`src/rtl/sd_clkgen_pkg.sv`:
```
package sd_clkgen_pkg;
  localparam int CTRL_W  = 32;
  localparam int EN_W    = 3;
  localparam int DIV_W   = 4;
  localparam int PRE_W   = 8;
  localparam int EN_LSB  = 0;
  localparam int DIV_LSB = 4;
  localparam int PRE_LSB = DIV_LSB + DIV_W;

  typedef struct packed {
    logic [PRE_W-1:0] pre_code;
    logic [DIV_W-1:0] div_code;
  } div_cfg_t;

  // Half of the prescale ratio; any code that is not a single set bit maps to 1.
  function automatic logic [PRE_W-1:0] pre_half(input logic [PRE_W-1:0] code);
    return $onehot(code) ? code : PRE_W'(1);
  endfunction
endpackage

```
`src/rtl/sd_clkgen_regs.sv`:
```
module sd_clkgen_regs
  import sd_clkgen_pkg::*;
#(
  parameter int ADDR_W      = 12,
  parameter int CTRL_OFFSET = 'h2C
) (
  input  logic              clk,
  input  logic              rst_n,
  input  logic              bus_wr,
  input  logic [ADDR_W-1:0] bus_addr,
  input  logic [CTRL_W-1:0] bus_wdata,
  output logic [CTRL_W-1:0] bus_rdata,
  output logic [EN_W-1:0]   en_o,
  output div_cfg_t          cfg_o
);
  logic             hit;
  logic [EN_W-1:0]  en_q;
  div_cfg_t         cfg_q;
  logic             unused_wdata;

  assign hit          = (bus_addr == ADDR_W'(CTRL_OFFSET));
  assign unused_wdata = ^{bus_wdata[CTRL_W-1:PRE_LSB+PRE_W], bus_wdata[DIV_LSB-1:EN_LSB+EN_W]};

  always_ff @(posedge clk) begin
    if (!rst_n) begin
      en_q  <= '0;
      cfg_q <= '0;
    end else if (bus_wr && hit) begin
      en_q           <= bus_wdata[EN_LSB +: EN_W];
      cfg_q.div_code <= bus_wdata[DIV_LSB +: DIV_W];
      cfg_q.pre_code <= bus_wdata[PRE_LSB +: PRE_W];
    end
  end

  always_comb begin
    bus_rdata = '0;
    if (hit) begin
      bus_rdata[EN_LSB +: EN_W]   = en_q;
      bus_rdata[DIV_LSB +: DIV_W] = cfg_q.div_code;
      bus_rdata[PRE_LSB +: PRE_W] = cfg_q.pre_code;
    end
  end

  assign en_o  = en_q;
  assign cfg_o = cfg_q;
endmodule

```
`src/rtl/sd_clkgen_prescale.sv`:
```
module sd_clkgen_prescale #(
  parameter int PRE_W = 8
) (
  input  logic             clk,
  input  logic             rst_n,
  input  logic             clr_i,
  input  logic [PRE_W-1:0] half_i,
  output logic             tick_o
);
  logic [PRE_W-1:0] cnt_q;

  assign tick_o = !clr_i && (cnt_q == half_i - PRE_W'(1));

  always_ff @(posedge clk) begin
    if (!rst_n || clr_i) cnt_q <= '0;
    else if (tick_o)     cnt_q <= '0;
    else                 cnt_q <= cnt_q + PRE_W'(1);
  end
endmodule

```
`src/rtl/sd_clkgen_lindiv.sv`:
```
module sd_clkgen_lindiv #(
  parameter int DIV_W = 4
) (
  input  logic             clk,
  input  logic             rst_n,
  input  logic             clr_i,
  input  logic             tick_i,
  input  logic [DIV_W-1:0] ratio_m1_i,
  output logic             flip_o
);
  logic [DIV_W-1:0] cnt_q;

  assign flip_o = tick_i && (cnt_q == ratio_m1_i);

  always_ff @(posedge clk) begin
    if (!rst_n || clr_i) cnt_q <= '0;
    else if (flip_o)     cnt_q <= '0;
    else if (tick_i)     cnt_q <= cnt_q + DIV_W'(1);
  end
endmodule

```
`src/rtl/sd_clkgen_top.sv`:
```
module sd_clkgen_top
  import sd_clkgen_pkg::*;
#(
  parameter int ADDR_W      = 12,
  parameter int CTRL_OFFSET = 'h2C
) (
  input  logic              clk,
  input  logic              rst_n,
  input  logic              bus_wr,
  input  logic [ADDR_W-1:0] bus_addr,
  input  logic [31:0]       bus_wdata,
  output logic [31:0]       bus_rdata,
  output logic              card_clk
);
  logic [EN_W-1:0] en_w;
  div_cfg_t        cfg_w;
  div_cfg_t        cfg_q;
  logic            run_w;
  logic            active_q;
  logic            card_clk_q;
  logic            tick_w;
  logic            flip_w;

  sd_clkgen_regs #(.ADDR_W(ADDR_W), .CTRL_OFFSET(CTRL_OFFSET)) u_regs (
    .clk(clk), .rst_n(rst_n), .bus_wr(bus_wr), .bus_addr(bus_addr),
    .bus_wdata(bus_wdata), .bus_rdata(bus_rdata), .en_o(en_w), .cfg_o(cfg_w)
  );

  assign run_w = &en_w;

  sd_clkgen_prescale #(.PRE_W(PRE_W)) u_pre (
    .clk(clk), .rst_n(rst_n), .clr_i(!active_q),
    .half_i(pre_half(cfg_q.pre_code)), .tick_o(tick_w)
  );

  sd_clkgen_lindiv #(.DIV_W(DIV_W)) u_div (
    .clk(clk), .rst_n(rst_n), .clr_i(!active_q), .tick_i(tick_w),
    .ratio_m1_i(cfg_q.div_code), .flip_o(flip_w)
  );

  // Start from idle copies the codes; a stop request waits for the low phase.
  always_ff @(posedge clk) begin
    if (!rst_n) begin
      active_q   <= 1'b0;
      card_clk_q <= 1'b0;
      cfg_q      <= '0;
    end else if (!active_q) begin
      card_clk_q <= 1'b0;
      if (run_w) begin
        active_q <= 1'b1;
        cfg_q    <= cfg_w;
      end
    end else if (!run_w && !card_clk_q) begin
      active_q <= 1'b0;
    end else if (flip_w) begin
      card_clk_q <= ~card_clk_q;
      if (card_clk_q && !run_w) active_q <= 1'b0;
    end
  end

  assign card_clk = card_clk_q;
endmodule

```
`config.mk`:
```
export PLATFORM = sky130hd
export DESIGN_NAME = sd_clkgen_top
export DESIGN_NICKNAME = d
export VERILOG_FILES = /design/src/rtl/sd_clkgen_pkg.sv /design/src/rtl/sd_clkgen_regs.sv /design/src/rtl/sd_clkgen_prescale.sv /design/src/rtl/sd_clkgen_lindiv.sv /design/src/rtl/sd_clkgen_top.sv
export SDC_FILE = /design/constraint.sdc
export NUM_CORES = 1
export LEC_CHECK = 0
export BUFFER_PORTS_ARGS = -buffer_cell sky130_fd_sc_hd__buf_2
export CAP_MARGIN = 20
export CORE_MARGIN = 2
export CORE_UTILIZATION = 50
export DETAILED_ROUTE_END_ITERATION = 12
export HOLD_SLACK_MARGIN = 0.15
export PLACE_DENSITY = 0.78
export SKIP_LAST_GASP = 1
export SYNTH_ARGS = -nofsm -noshare
export SYNTH_HDL_FRONTEND = slang
export SYNTH_SLANG_ARGS = --single-unit
export TNS_END_PERCENT = 100
```
`constraint.sdc`:
```
create_clock -name clk -period 9.65 [get_ports clk]
set_input_delay 1.93 -clock clk [delete_from_list [all_inputs] [get_ports clk]]
set_output_delay 1.93 -clock clk [all_outputs]
set_load 0.03 [all_outputs]
```
# Word level (Yosys, flattened, before mapping)
# Index checks and enable logic that the tools add are counted.
# W data, S select, Z words.
# totals
reg_bits	41
input_bits	47
out_inout_bits	33
elab_cells	50
# op_classes
add_sub_neg	10
eq_ne	4
n_mux	8
bitwise	3
n_reduce_logical	16
# ops
operator	n
$eq A12 B6 Y1 const B	1
$mux W12	1
$add A1 B1 Y2	4
$add A8 B1 Y8 const B	1
$eq A8 B8 Y1	1
$mux W8	1
$sub A8 B1 Y8 const B	1
$add A2 B2 Y3	2
$logic_and A1 B1 Y1	5
$mux W1	5
$add A3 B3 Y4	1
$add A4 B1 Y4 const B	1
$eq A4 B1 Y1 const B	1
$eq A4 B4 Y1	1
$logic_not A1 Y1	4
$reduce_and A2 Y1	2
$reduce_and A4 Y1	1
$reduce_or A2 Y1	2
$mux W3	1
$not A1 Y1	3
$reduce_and A3 Y1	1
$logic_or A1 B1 Y1	1

# Longest topological paths before layout
# Gate-level depths: netlist of the first run.
# depth
depth_word	12
mapped_depth	21
ltp_nobuf	19

# Modules after synthesis
# A second synthesis of the first run with hierarchy kept.
# hier_totals
hier_cells	299
hier_area_um2	2603.7
# by_module_without_submodules
mod	instances	cells_each	area_each_um2	seq_area_each_um2
sd_clkgen_regs	1	104	882.1	300.3
sd_clkgen_top	1	95	849.6	280.3
sd_clkgen_prescale	1	75	623.1	160.2
sd_clkgen_lindiv	1	25	249.0	80.1

# Least setup slack after synthesis of the first run
# Ideal clock, no wire load.
# synth_path
path_kind	reg2reg
start	register cfg_q[4] (netlist name)
end	register u_div.cnt_q[0]
setup_ps	71
t_arrival_ps	5160
required_ps	9579
setup_slack_ps	4419
path_stages_with_launch	20
path_buffers	1
synth_period_minus_slack_ps	5231
cell_sequence	dfxtp_1 buf_6 inv_1 fa_1 fa_1 fa_1 inv_1 ha_1 inv_1 fa_1 a211o_2 a211oi_1 ha_1 xor2_1 and3_2 o2111ai_1 a211oi_2 nand3_2 or4_1 a21oi_1
# synth_between
elab_chain_len	10
# synth_lines
item	line	rtl
start: declaration	sd_clkgen_top.sv:17	div_cfg_t cfg_q;
start signal: assignment	sd_clkgen_top.sv:51	cfg_q <= cfg_w;
$add A1 B1 Y2 (implied by the code)	sd_clkgen_pkg.sv:17	return $onehot(code) ? code : PRE_W'(1);
$add A2 B2 Y3 (implied by the code)	sd_clkgen_pkg.sv:17	
$add A3 B3 Y4 (implied by the code)	sd_clkgen_pkg.sv:17	
$eq A4 B1 Y1	sd_clkgen_pkg.sv:17	
$mux W8 (*)	sd_clkgen_pkg.sv:17	
$sub A8 B1 Y8 (*)	sd_clkgen_prescale.sv:12	assign tick_o = !clr_i && (cnt_q == half_i - PRE_W'(1));
$eq A8 B8 Y1 (*)	sd_clkgen_prescale.sv:12	
$logic_and A1 B1 Y1 (*)	sd_clkgen_prescale.sv:12	
$logic_and A1 B1 Y1	sd_clkgen_lindiv.sv:13	assign flip_o = tick_i && (cnt_q == ratio_m1_i);
$reduce_or A2 Y1 (no line)	n/a	
end signal: assignment	sd_clkgen_lindiv.sv:18	else if (tick_i) cnt_q <= cnt_q + DIV_W'(1);
end: declaration	sd_clkgen_lindiv.sv:11	logic [DIV_W-1:0] cnt_q;
# Mark *: on every way between the ends. The rest lies on a longest branch, timed or not.
# A chain may end at the register's enable or synchronous reset.

# Worst setup path in the final report of the first run
# layout_path
start	register cfg_q[4] (netlist name)
end	register u_div.cnt_q[1]
# The elaborated chain is that of the path after synthesis.

==> impl_summary.txt, run 1 <==
----------------------------------------------------
[Run status]
  Run status ... finished, final reports clean

[Worst hold path]
  Min-delay src ... u_regs.cfg_o[7]$_SDFFE_PN0P_
  Class of the worst hold path ... reg -> reg
  Worst hold path endpoint ... u_regs.cfg_o[7]$_SDFFE_PN0P_
  Number of stages on the worst hold path ... 2

[Finish]
  Finished Cell Area ... 2850 µm²
  Share of cells above drive strength 1 ... 0.183
  Number of inserted filler cells in the final layout ... 516
  Filler-free cell count of the finished design ... 419
  Fraction of the core area covered by cells at the end of the flow ... 0.559
  Number of nets in the layout ... 407
  N_diodes ... 0
  Synth-to-Final Area Change ... 8.16%

[Global routing]
  Antenna violations before repair ... 0
  Via count of the first global-routing pass ... 2137
  Remaining global-route overflow ... 0
  First-pass GRT wire length ... 9190 µm
  Pin count of the biggest net entering global routing ... 31
  GRT Total Usage ... 0.189

[Critical path]
  Crit Reg-Reg Startpoint ... cfg_q[4]$_SDFFE_PN0P_
  Kind of critical path ... reg -> reg
  Crit end category ... flip-flop
  R2R Setup Slk ... 3610 ps
  Reg2Reg Depth ... 18
  Arrival time at the worst endpoint ... 6270 ps
  R2R Path End ... u_div.cnt_q[1]$_SDFFE_PP0P_
  Data required time of the critical path ... 9880 ps
  Highest fanout seen on the critical path ... 11
  Type of element launching the critical path ... flip-flop

[Clocking]
  Clk Tree Root Cell ... clkbuf_8
  TritonCTS clock tree ... yes
  Worst-case clock buffer depth ... 2
  Clock Latency Late Sink ... 290 ps
  Hold buffer count at CTS ... 0
  Cells resized by post-CTS repair ... 0
  CTS H-tree lvls ... 2
  Number of clock sinks ... 41
  Number of buffers inserted during clock tree synthesis ... 5
  Post-CTS Setup Repair Bufs ... 0
  Clock slew at reported path FFs ... 70 ps

[Timing]
  Finish-stage setup viols ... 0
  Final period utilization ... 0.626
  Number of hold-slack violations in the final timing report ... 0
  Final-layout setup total negative slack ... 0 ps
  Worst rel slew slack ... 0.403
  Skew final ... 6.94 ps
  Fmax achieved ... 165 MHz
  Slew at the pin with the worst max-slew slack ... 892 ps
  Final hold slack ... 479 ps
  Final worst path period need ... 6040 ps
  RSZ-0062 raised after global routing ... no
  Final number of max-transition violations ... 0

[Placed design]
  Placed cell area ... 2780 µm²
  Count of buffers from port buffering ... 45
  Final HPWL from detailed placement ... 3960 µm
  Number of placed instances, taps included ... 413
  Final RePlAce weighted congestion ... 0.841

[Synthesis]
  Top cell type's share of synthesized area ... 0.311
  Post-synth cell types ... 56
  Syn Inst Count ... 319
  Leading register cell type out of synthesis ... dfxtp_1
  Post-synth design cell area ... 2640 µm²
  Count of flip-flops with a built-in enable after synthesis ... 0
  Mean Syn Cell Area ... 8.27 µm²
  Register bit count reported by yosys ... 41
  Fraction of the yosys area taken by sequential cells ... 0.311
  Top cells by area, synth ... dfxtp_1, nand2_1, a21boi_0
  Library cell occupying the most area in the post-synthesis netlist ... dfxtp_1
  Synth warnings ... 0
  Share of synthesized registers carrying an async set or reset ... 0

[Die]
  Overall die area ... 5870 µm²
  Horizontal extent of the die ... 76.6 µm
  Initial cell density of the core ... 0.516
  Vertical die dimension ... 76.6 µm
  Placement Rows ... 26
  Ports ... 80
  Area of the placeable core ... 5110 µm²

[Detailed routing]
  Wirelength, routed ... 5180 µm
  Number of nets with antenna violations after routing ... 0
  First-pass detailed-route iteration total ... 4
  Via-to-Cell Ratio ... 5.20
  DRC violation total after the first TritonRoute iteration ... 116
  Count of vias placed by the detailed router ... 2179
  WL per Instance ... 12.4 µm
  DRC violations left ... 0

[Pwr]
  IR Drop Worst-Case VDD ... 0.0000767 V
  Power per Cell Area ... 101 nW/µm²
  Standby leakage power ... 0.00115 µW

[Flow run]
  Max Cap Viol ... 0

----------------------------------------------------
## per-stage QoR
step,setup slack [ps],power [µW]
6_report,3610,288
2_1_floorplan,4420,190
4_1_cts,3590,292
5_1_grt,3220,300
3_5_place_dp,3610,190
3_3_place_gp,3750,190
## worst max path at each step
stage                                startpoint                           to  slack [ps]
after global routing      cfg_q[4]$_SDFFE_PN0P_  u_div.cnt_q[1]$_SDFFE_PP0P_        3220
after detailed placement  cfg_q[4]$_SDFFE_PN0P_  u_div.cnt_q[1]$_SDFFE_PP0P_        3610
after global placement    cfg_q[4]$_SDFFE_PN0P_  u_div.cnt_q[1]$_SDFFE_PP0P_        3750
final                     cfg_q[4]$_SDFFE_PN0P_  u_div.cnt_q[1]$_SDFFE_PP0P_        3610
after floorplan           cfg_q[4]$_SDFFE_PN0P_  u_div.cnt_q[0]$_SDFFE_PP0P_        4420
after CTS                 cfg_q[4]$_SDFFE_PN0P_  u_div.cnt_q[1]$_SDFFE_PP0P_        3590
## Yosys cell counts (all sizes together), types with 2 or more instances
library cell and number:
nand2 63, dfxtp 41, a21boi 27, buf 23, inv 18, and2 17
clkbuf 14, nor3 10, xor2 9, nand3 7, nor2 7, xnor2 7
a211oi 6, a21oi 6, ha 6, and3 4, fa 4, nor4 4
or4 4, a21o 3, a32o 3, o211ai 3, o21ai 3, or3 3
a2111o 2, a211o 2, nor4b 2, o2111ai 2, or2 2
## routing by layer
layer  part of all wire  GRT usage  wire, µm
met3              0.037     0.0379       190
met5                  0          0         0
met2               0.48      0.335      2490
met4              0.013     0.0600        69
met1               0.47      0.228      2430
## cell type report
cell class / instances / area (µm²) / area share
clock buffers: 5 / 68.8 / 0.0241
repair buffers: 45 / 225 / 0.0789
well taps: 70 / 87.6 / 0.0307
clock inverters: 1 / 5.00 / 0.00175
flip-flops and latches: 41 / 821 / 0.288
multi-input cells: 239 / 1580 / 0.553
inverters: 18 / 67.6 / 0.0237
## registers in the layout (all words and copies together), names as in the netlist
register      cells
u_div.cnt_q       4
card_clk          1
u_regs.cfg_o     12
cfg_q            12
u_pre.cnt_q       8
active_q          1
u_regs.en_o       3
## cell families after synthesis
group / Yosys count / synth area share
AND/OR/NAND/NOR: 127 / 0.243
AO/OA/AOI/OAI: 68 / 0.215
adder cells (fa/ha/maj): 10 / 0.0588
XOR/XNOR: 16 / 0.0531
other: 1 / 0.00142
flip-flops: 41 / 0.311
buffers and inverters: 55 / 0.113
multiplexers: 1 / 0.00380
## worst max-delay path, stage by stage (launching register included)
cell and delay [ps]:
dfxtp_1 540, inv_1 110, fa_1 570, fa_1 440, fa_1 440, inv_1 60
ha_1 150, inv_1 50, fa_1 400, a211o_2 370, a211oi_1 420, ha_1 390
xor2_1 340, and3_2 240, o2111ai_1 120, a211oi_2 290, nand3_2 150, nor2_1 620
a41o_1 280
## layout by cell type (no fill, tap or decap), types with 2 or more instances in the layout
master | netlist | final
a2111o_1 | 2 | 2
a211o_2 | 2 | 2
a211oi_1 | 5 | 5
a21boi_0 | 27 | 27
a21o_1 | 2 | 2
a21oi_1 | 6 | 6
a32o_1 | 3 | 3
and2_1 | 17 | 17
and3_1 | 2 | 2
and3_2 | 2 | 2
buf_2 | 1 | 45
clkbuf_8 | 0 | 5
conb_1 | 1 | 17
dfxtp_1 | 41 | 41
fa_1 | 4 | 4
ha_1 | 6 | 6
inv_1 | 18 | 18
nand2_1 | 63 | 63
nand3_1 | 6 | 6
nor2_1 | 7 | 7
nor3_1 | 10 | 10
nor4_1 | 3 | 3
nor4b_1 | 2 | 2
o2111ai_1 | 2 | 2
o211ai_1 | 3 | 3
o21ai_0 | 3 | 3
or2_2 | 2 | 2
or3_1 | 2 | 2
or4_1 | 4 | 4
xnor2_1 | 7 | 7
xor2_1 | 9 | 9
## where the power goes
part | leakage [µW] | switching, µW | internal [µW]
Combinational | 0.000781 | 11.8 | 5.61
Clock | 0.0000399 | 53.8 | 47.5
Sequential | 0.000330 | 0.00437 | 169
Note: power is estimated with default switching activity, not from simulation.
==> run 2: changes to the inputs <==
==> constraint.sdc (replaced) <==
create_clock -name clk -period 5.6 [get_ports clk]
set_input_delay 1.12 -clock clk [delete_from_list [all_inputs] [get_ports clk]]
set_output_delay 1.12 -clock clk [all_outputs]
set_load 0.03 [all_outputs]
==> run 2 against run 1 <==
Register-to-register slack got worse by 3400 ps; sequential power rose by 72%; maximum frequency rose by 13%; non-clock buffer count rose by 7; largest power group unchanged; critical endpoint is now u_div.cnt_q[0]$_SDFFE_PP0P_; die area did not move.
==> impl_summary.txt, run 2 (same netlist as run 1, synthesis figures left out) <==
----------------------------------------------------
[Finish]
  Combined flip-flop and latch cell area ... 821 µm² (unchanged)
  Highest-count cells in the layout ignoring fill and taps ... nand2_1, buf_2, dfxtp_1 (unchanged)
  Most common library cell in the layout ignoring fill and taps ... nand2_1 (unchanged)
  Number of nets in the layout ... 414 (was 407)
  Share of cells above drive strength 1 ... 0.204 (was 0.183)
  Finished Cell Area ... 2920 µm² (was 2850 µm²)
  Filler-free cell count of the finished design ... 428 (was 419)
  Number of inserted filler cells in the final layout ... 488 (was 516)
  Synth-to-Final Area Change ... 10.8% (was 8.16%)
  N_diodes ... 0 (unchanged)
  Area of the multi-input gates ... 1590 µm² (was 1580 µm²)

[Pwr]
  Power per Cell Area ... 173 nW/µm² (was 101 nW/µm²)
  IR Drop Worst-Case VDD ... 0.000165 V (was 0.0000767 V)
  Final Total Pwr ... 505 µW (was 288 µW)
  Standby leakage power ... 0.00119 µW (was 0.00115 µW)

[Detailed routing]
  Wirelength, routed ... 5160 µm (was 5180 µm)
  Count of vias placed by the detailed router ... 2230 (was 2179)
  Number of nets with antenna violations after routing ... 0 (unchanged)
  DRC violation total after the first TritonRoute iteration ... 103 (was 116)
  Via-to-Cell Ratio ... 5.21 (was 5.20)
  First-pass detailed-route iteration total ... 4 (unchanged)
  WL per Instance ... 12.1 µm (was 12.4 µm)
  DRC violations left ... 0 (unchanged)

[Placed design]
  Count of buffers from port buffering ... 45 (unchanged)
  Final RePlAce weighted congestion ... 0.848 (was 0.841)
  Final HPWL from detailed placement ... 3940 µm (was 3960 µm)
  Placed cell area ... 2830 µm² (was 2780 µm²)
  Post-place setup slack ... 230 ps (was 3610 ps)
  Number of placed instances, taps included ... 420 (was 413)

[Timing]
  Finish-stage setup viols ... 0 (unchanged)
  Final-layout setup total negative slack ... 0 ps (unchanged)
  Final number of max-transition violations ... 0 (unchanged)
  RSZ-0062 raised after global routing ... no (unchanged)
  Final worst path period need ... 5370 ps (was 6040 ps)
  Worst Setup Slack, final ... 234 ps (was 3610 ps)
  Worst rel slew slack ... 0.447 (was 0.403)
  Number of hold-slack violations in the final timing report ... 0 (unchanged)
  Fmax achieved ... 186 MHz (was 165 MHz)
  Skew final ... 7.85 ps (was 6.94 ps)
  Slew at the pin with the worst max-slew slack ... 826 ps (was 892 ps)
  Final period utilization ... 0.958 (was 0.626)

[Global routing]
  Via count of the first global-routing pass ... 2157 (was 2137)
  GRT Total Usage ... 0.181 (was 0.189)
  First-pass GRT wire length ... 8980 µm (was 9190 µm)
  Remaining global-route overflow ... 0 (unchanged)
  Antenna violations before repair ... 0 (unchanged)
  Pin count of the biggest net entering global routing ... 31 (unchanged)

[Die]
  Ports ... 80 (unchanged)
  Initial cell density of the core ... 0.516 (unchanged)
  Area of the placeable core ... 5110 µm² (unchanged)
  Placement Rows ... 26 (unchanged)
  Vertical die dimension ... 76.6 µm (unchanged)
  Horizontal extent of the die ... 76.6 µm (unchanged)
  Overall die area ... 5870 µm² (unchanged)

[Critical path]
  Category of cells accounting for the largest share of critical-path delay ... adder cells (unchanged)
  Standard cell with the maximum stage delay on the critical path ... fa_1 (was nor2_1)
  Type of element launching the critical path ... flip-flop (unchanged)
  Delay of the slowest critical-path stage ... 570 ps (was 620 ps)
  Arrival time at the worst endpoint ... 5570 ps (was 6270 ps)
  Ordered cell list for the critical path ... inv_1, fa_1, fa_1, fa_1, inv_1, ha_1, inv_1, fa_1, a211o_2, a211oi_1, ha_1, xor2_1, nand2_1, a2111o_1, a211oi_2, nand3_2, or4_1, a21oi_1 (was inv_1, fa_1, fa_1, fa_1, inv_1, ha_1, inv_1, fa_1, a211o_2, a211oi_1, ha_1, xor2_1, and3_2, o2111ai_1, a211oi_2, nand3_2, nor2_1, a41o_1)
  Number of buffers and inverters on the critical path ... 3 (unchanged)
  Highest fanout seen on the critical path ... 5 (was 11)
  Kind of critical path ... reg -> reg (unchanged)
  Data required time of the critical path ... 5810 ps (was 9880 ps)
  Crit end category ... flip-flop (unchanged)
  CP dominant cell by count ... fa_1 (unchanged)

[Clocking]
  CTS H-tree lvls ... 2 (unchanged)
  Worst-case clock buffer depth ... 2 (unchanged)
  Clk Tree Root Cell ... clkbuf_8 (unchanged)
  Number of buffers inserted during clock tree synthesis ... 5 (unchanged)
  Clock slew at reported path FFs ... 80 ps (was 70 ps)
  Number of clock sinks ... 41 (unchanged)
  Clock Latency Late Sink ... 280 ps (was 290 ps)
  TritonCTS clock tree ... yes (unchanged)

[Flow run]
  Max Cap Viol ... 0 (unchanged)

[Run status]
  Run status ... finished, final reports clean (unchanged)

[Worst hold path]
  Class of the worst hold path ... reg -> reg (unchanged)

----------------------------------------------------
run 2: layer usage:
metal	vias to the layer above	global-route usage	wire length (µm)	part of all wire
met2	42	0.319	2520	0.49
met4	0	0.0673	19	0.0037
met1	1052	0.221	2450	0.47
met3	2	0.0308	166	0.032
li1	1134	-	-	-
met5	-	0	0	0
run 2: area by class of cell:
class                   count  share of cell area
flip-flops and latches     41               0.281
multi-input cells         239               0.543
clock inverters             2             0.00343
repair buffers             52              0.0951
clock buffers               6              0.0248
well taps                  70              0.0300
inverters                  18              0.0231
run 2: worst min-delay path, stage by stage (launching register included):
cell,delay [ps]
dfxtp_1,320
nand2_1,50
a21boi_0,60
run 2: report_power, final:
group | total [µW] | internal, µW | switching (µW)
clock | 183 | 86.4 | 96.8
sequential | 291 | 291 | 0.00745
combinational | 30.0 | 9.67 | 20.4
run 2: worst paths after layout:
path                                 startpoint  slack, ps                     endpoint  depth (start not counted)
setup / recovery          cfg_q[4]$_SDFFE_PN0P_        230  u_div.cnt_q[0]$_SDFFE_PP0P_                         18
hold / removal    u_regs.cfg_o[11]$_SDFFE_PN0P_        480       cfg_q[11]$_SDFFE_PN0P_                          2
hold reg to reg   u_regs.cfg_o[11]$_SDFFE_PN0P_        480       cfg_q[11]$_SDFFE_PN0P_                          2
setup reg to reg          cfg_q[4]$_SDFFE_PN0P_        230  u_div.cnt_q[0]$_SDFFE_PP0P_                         18
run 2: repair_timing:
item	4_1_cts	5_1_grt
resized for setup	0	1
setup endpoints to repair	0	1
hold buffers	0	0
buffers inserted	0	0
run 2: per-stage QoR:
step           utilization  hold slack [ps]
2_1_floorplan            -              450
3_3_place_gp         0.554              462
3_5_place_dp         0.554              467
4_1_cts              0.571              478
5_1_grt              0.572              500
6_report             0.572              476
